### src/rtl/lpa_pkg.sv
package lpa_pkg;
   typedef enum logic [1:0] {
      OP_CMPX  = 2'd0,
      OP_ROUTE = 2'd1,
      OP_SWAP  = 2'd2,
      OP_IDLE  = 2'd3
   } pe_op_e;
endpackage

### src/rtl/pe_match.sv
module pe_match #(
   parameter int AW   = 3,
   parameter int ADDR = 0
) (
   input  logic [AW-1:0] care,
   input  logic [AW-1:0] val,
   output logic          hit
);
   localparam logic [AW-1:0] ABITS = AW'(ADDR);
   logic [AW-1:0] bit_ok;

   generate
      for (genvar b = 0; b < AW; b++) begin : g_bit
         assign bit_ok[b] = ~care[b] | (val[b] == ABITS[b]);
      end
   endgenerate

   assign hit = &bit_ok;


   always_comb begin
      if (care == '0) wildcard_hit_chk: assert (hit);
   end
endmodule

### src/rtl/pe_cell.sv
module pe_cell
   import lpa_pkg::*;
#(
   parameter int W = 8
) (
   input  logic         clk,
   input  logic         rst_n,
   input  logic         act,
   input  pe_op_e       op,
   input  logic         from_right,
   input  logic [W-1:0] nbr_l,
   input  logic [W-1:0] nbr_r,
   input  logic         load,
   input  logic [W-1:0] ld_a,
   input  logic [W-1:0] ld_r,
   output logic [W-1:0] a_q,
   output logic [W-1:0] r_q
);
   logic [W-1:0] a_d, r_d;

   always_comb begin
      a_d = a_q;
      r_d = r_q;
      if (load) begin
         a_d = ld_a;
         r_d = ld_r;
      end else if (act) begin
         unique case (op)
            OP_CMPX: begin
               if (a_q < r_q) begin
                  r_d = a_q;
                  a_d = r_q;
               end
            end
            OP_ROUTE: r_d = from_right ? nbr_r : nbr_l;
            OP_SWAP: begin
               a_d = r_q;
               r_d = a_q;
            end
            default: ;
         endcase
      end
   end

   always_ff @(posedge clk or negedge rst_n) begin
      if (!rst_n) begin
         a_q <= '0;
         r_q <= '0;
      end else begin
         a_q <= a_d;
         r_q <= r_d;
      end
   end


   hold_chk: assert property (@(posedge clk) disable iff (!rst_n)
      (!act && !load) |=> ($stable(a_q) && $stable(r_q)));

   cmpx_order_chk: assert property (@(posedge clk) disable iff (!rst_n)
      (act && !load && op == OP_CMPX) |=> (r_q <= a_q));

   swap_chk: assert property (@(posedge clk) disable iff (!rst_n)
      (act && !load && op == OP_SWAP) |=> (a_q == $past(r_q) && r_q == $past(a_q)));

   route_keep_a_chk: assert property (@(posedge clk) disable iff (!rst_n)
      (act && !load && op == OP_ROUTE) |=> $stable(a_q));

   load_chk: assert property (@(posedge clk) disable iff (!rst_n)
      load |=> (a_q == $past(ld_a) && r_q == $past(ld_r)));
endmodule

### src/rtl/lin_pe_array.sv
module lin_pe_array
   import lpa_pkg::*;
#(
   parameter int          N    = 8,
   parameter int          W    = 8,
   parameter logic [W-1:0] FILL = '1,
   localparam int          AW   = $clog2(N)
) (
   input  logic            clk,
   input  logic            rst_n,
   input  logic            instr_valid,
   input  logic [1:0]      instr_op,
   input  logic            route_from_right,
   input  logic [AW-1:0]   mask_care,
   input  logic [AW-1:0]   mask_val,
   input  logic            load_en,
   input  logic [N*W-1:0]  load_a,
   input  logic [N*W-1:0]  load_r,
   output logic [N*W-1:0]  out_a,
   output logic [N*W-1:0]  out_r,
   output logic            done
);
   generate
      if (N < 2 || (N & (N - 1)) != 0) begin : g_bad_n
         $error("lin_pe_array: N must be a power of two and at least 2");
      end
      if (W < 1) begin : g_bad_w
         $error("lin_pe_array: W must be positive");
      end
   endgenerate

   pe_op_e       op;
   logic [W-1:0] a_w [N];
   logic [W-1:0] r_w [N];
   logic [N-1:0] act;

   assign op = pe_op_e'(instr_op);

   generate
      for (genvar i = 0; i < N; i++) begin : g_pe
         logic         hit;
         logic [W-1:0] left_src, right_src;

         pe_match #(.AW(AW), .ADDR(i)) u_match (
            .care (mask_care),
            .val  (mask_val),
            .hit  (hit)
         );
         assign act[i] = instr_valid & hit;

         if (i == 0) begin : g_lend
            assign left_src = FILL;
         end else begin : g_lmid
            assign left_src = r_w[i-1];
         end
         if (i == N - 1) begin : g_rend
            assign right_src = FILL;
         end else begin : g_rmid
            assign right_src = r_w[i+1];
         end

         pe_cell #(.W(W)) u_cell (
            .clk        (clk),
            .rst_n      (rst_n),
            .act        (act[i]),
            .op         (op),
            .from_right (route_from_right),
            .nbr_l      (left_src),
            .nbr_r      (right_src),
            .load       (load_en),
            .ld_a       (load_a[i*W +: W]),
            .ld_r       (load_r[i*W +: W]),
            .a_q        (a_w[i]),
            .r_q        (r_w[i])
         );
         assign out_a[i*W +: W] = a_w[i];
         assign out_r[i*W +: W] = r_w[i];
      end
   endgenerate

   always_ff @(posedge clk or negedge rst_n) begin
      if (!rst_n) done <= 1'b0;
      else        done <= instr_valid;
   end


   done_pulse_chk: assert property (@(posedge clk) disable iff (!rst_n)
      instr_valid |=> done);

   done_idle_chk: assert property (@(posedge clk) disable iff (!rst_n)
      !instr_valid |=> !done);

   left_fill_chk: assert property (@(posedge clk) disable iff (!rst_n)
      (act[0] && !load_en && op == OP_ROUTE && !route_from_right) |=> (r_w[0] == FILL));

   right_fill_chk: assert property (@(posedge clk) disable iff (!rst_n)
      (act[N-1] && !load_en && op == OP_ROUTE && route_from_right) |=> (r_w[N-1] == FILL));

   route_left_chk: assert property (@(posedge clk) disable iff (!rst_n)
      (act[1] && !load_en && op == OP_ROUTE && !route_from_right) |=> (r_w[1] == $past(r_w[0])));
endmodule

### config.mk
export PLATFORM = sky130hd
export DESIGN_NAME = lin_pe_array
export DESIGN_NICKNAME = d
export VERILOG_FILES = /design/src/rtl/lpa_pkg.sv /design/src/rtl/pe_match.sv /design/src/rtl/pe_cell.sv /design/src/rtl/lin_pe_array.sv
export SDC_FILE = /design/constraint.sdc
export NUM_CORES = 1
export LEC_CHECK = 0
export ABC_AREA = 1
export BUFFER_PORTS_ARGS = -buffer_cell sky130_fd_sc_hd__buf_2
export CAP_MARGIN = 25
export CORE_ASPECT_RATIO = 0.5
export CORE_UTILIZATION = 35
export CTS_CLUSTER_DIAMETER = 30
export CTS_CLUSTER_SIZE = 28
export DETAILED_ROUTE_END_ITERATION = 10
export GPL_TIMING_DRIVEN = 0
export PLACE_DENSITY_LB_ADDON = 0.05
export SYNTH_ARGS = -nofsm -noshare
export SYNTH_HDL_FRONTEND = slang
export SYNTH_HIERARCHICAL = 1
export SYNTH_SLANG_ARGS = --single-unit
### constraint.sdc
create_clock -name clk -period 2 [get_ports clk]
set_input_delay 0.4 -clock clk [delete_from_list [all_inputs] [get_ports clk]]
set_output_delay 0.4 -clock clk [all_outputs]
set_load 0.01 [all_outputs]
==> metrics.yaml <==
outcome:
  outcome: "complete, no violations"
setup_path:
  crit_slowest_cell: "dfrtp_1"
  crit_type: "register to register"
  max_stage_delay_ns: 0.51
  cp_top_family: "flip-flops"
  path_cells: "inv_1 > ha_1 > a21oi_1 > o21a_2 > nand2_2 > nand2_4 > nand2_2 > nand2_1 > nand2_1"
  crit_arrival_ns: 2.20
  crit_buf_inv: 1
  rr_worst_depth: 9
  startpoint_type: "register"
  endpoint_kind: "register"
  critPathRequiredTime_ns: 2.33
  crit_cells: 9
  path_max_fanout: 9
run:
  maxCapViolations: 0
placed_design:
  placed_cell_area_um2: 12750
  port_buffers: 267
  dp_hpwl_mm: 29.34
  place_congestion: 0.9396
  dpl.cell_count: 2194
sta:
  hold_viol_final: 0
  max_freq_mhz: 535.3
  grt_setup_unrepaired: "false"
  report.final.slew_viol_count: 0
  period_needed_ns: 1.868
  fin_skew_ns: 0.01125
  setup_tns_ns: 0
  setup_viol: 0
  relSlewSlack_pct: 32.54
  period_share_pct: 93.40
  worst_slew_pin_slew_ns: 1.012
final_layout:
  drive_above_1_share_pct: 30.47
  layout_common_cells: "nand2_1 (513), buf_2 (299), inv_1 (157)"
  stdcell_count: 2229
  mostFrequentLayoutCell: "nand2_1"
  multi_input_area_um2: 6326
  regArea_um2: 3236
  n_fill_cell: 3177
  nets: 2012
  syn_to_final_growth_pct: 23.39
  fin_area_um2: 13350
grt:
  antenna_found_initial: 2
  grt_pass1_vias: 10790
  grt_pass1_wl_mm: 60.11
  grt_overflow_total: 0
  grt_max_degree: 91
  grtUsageTotal_pct: 24.54
cts:
  clk_latency_ns: 0.45
  cts_tree: "done"
  htreeDepth: 4
  cts_max_path_buffers: 2
  clkTransAtPathRegs_ns: 0.06
  cts_buffers: 17
  cts-root-buf: "clkbuf_16"
  clock-sinks: 129
floorplan:
  die_area_um2: 31670
  start_util_pct: 35.66
  rows: 45
  die_w_um: 250.7
  die_y_um: 126.3
  fp.coreArea_um2: 30350
  ios: 270
synth:
  ys_async_sr_fraction_pct: 100.0
  netlist_area_um2: 10820
  synth_seq_cells: 129
  seq_area_frac_synth_pct: 29.83
  synth_cells: 1512
  synth_cell_types: 23
  yosys_warnings: 6
  synth_flop_cell: "dfrtp_1"
  syn_area_per_cell_um2: 7.158
  synth-edff-count: 0
detailed_routing:
  drc: 0
  firstDrtPassIters: 5
  wl_mm: 38.44
  drtIter0Drc: 596
  ant_nets: 0
  dr_total_vias: 10910
  drt-vias-per-instance: 4.896
  wl_per_cell_um: 17.24
hold_path:
  holdCritPathClass: "input pin to register"
  whs_path_depth: 1
power_and_ir_drop:
  comb_power_share_pct: 37.1
  p_seq_share_pct: 35.7
  pwr-share-clk_pct: 27.2
  power_switching_uw: 4876
  internal-power_uw: 6784
  switching_share_pct: 41.82
  powerDensity_nw_per_um2: 873.1
  cellLeakagePower_uw: 0.007464
  ir_drop_uv: 571.9
-- registers in the layout, summed over array words and instances, names as in the netlist --
signal	flops
done	1
g_pe.u_cell/a_q	64
g_pe.u_cell/r_q	64
-- worst register-to-register path: stages (launching register included) --
cell,delay [ns]
dfrtp_1,0.51
inv_1,0.11
ha_1,0.30
a21oi_1,0.18
o21a_2,0.16
nand2_2,0.06
nand2_4,0.14
nand2_2,0.16
nand2_1,0.10
nand2_1,0.05
-- worst paths after layout --
path	startpoint	to	slack (ns)
min in group asynchronous	rst_n	g_pe[7].u_cell/a_q[2]	0.42
hold / removal	instr_valid	done	0.10
setup / recovery	g_pe[4].u_cell/r_q[7]	g_pe[4].u_cell/a_q[6]	0.13
hold reg to reg	g_pe[7].u_cell/a_q[0]	g_pe[7].u_cell/a_q[0]	0.54
setup reg to reg	g_pe[4].u_cell/r_q[7]	g_pe[4].u_cell/a_q[6]	0.13
max in group asynchronous	rst_n	g_pe[2].u_cell/r_q[5]	0.69
-- per-stage QoR --
| step | util (%) | power, µW | hold slack, ns | setup WS (ns) |
|---|---|---|---|---|
| after detailed placement | 42.01 | 8533 | 0.3438 | -0.04802 |
| after floorplan | - | 6656 | 0.1044 | 0.4321 |
| after global routing | 44.00 | 12520 | 0.08882 | 0.0006577 |
| after CTS | 43.96 | 11750 | 0.08931 | 0.06049 |
| after global placement | 41.90 | 8447 | 0.5243 | -1.523 |
| final | 44.00 | 11660 | 0.1011 | 0.1320 |
-- power groups by stage --
stage	combinational, µW	sequential (µW)	clock, µW
after floorplan	2700	3960	0
after global placement	4250	4200	0
after detailed placement	4330	4200	0
after CTS	4360	4160	3240
after global routing	4920	4220	3370
final	4320	4170	3170
-- synthesized netlist by cell type, types with 16 or more instances --
library cell  count  share of area (%)
o211ai_1         64                4.4
inv_2            40                1.4
nand3_1          48                2.2
dfrtp_1         129                 30
nand2_1         513                 18
nand3_2          80                7.4
a21oi_1         152                7.0
o21ai_1          56                2.6
ha_1             56                6.5
buf_2            33                1.5
inv_1           157                5.4
nand2_2          16               0.92
nand2_4          24                2.5
nor2_1           83                2.9
-- cell families after synthesis --
kind of cell             count (synthesis)  synth area share (%)
buffers and inverters                  254                 12.24
adder cells (fa/ha/maj)                 56                 6.474
other                                    1               0.03465
AO/OA/AOI/OAI                          288                 15.91
AND/OR/NAND/NOR                        784                 35.51
flip-flops                             129                 29.83
-- layout make-up --
cell class | count | share of cell area, %
inverters | 205 | 6.587
repair buffers | 269 | 10.33
well taps | 399 | 3.738
clock buffers | 20 | 3.345
diodes | 2 | 0.03748
multi-input cells | 1144 | 47.37
flip-flops and latches | 129 | 24.23
plain buffers | 49 | 3.336
clock inverters | 12 | 1.021
-- metal layers --
layer  vias up  wire (µm)  global-route usage (%)
met3        53       1703                   4.207
li1       5475          -                       -
met4         0        726                   7.362
met2       231      18200                   41.18
met5         -          0                       0
met1      5154      17810                   32.43
-- what timing repair did --
item | CTS | global route
buffers inserted | 0 | 0
hold buffers | 1 | 0
gates resized for setup | 0 | 6
hold endpoints to repair | 39 | 0
setup endpoints to repair | 0 | 10
Note: power is estimated with default switching activity, not from simulation.
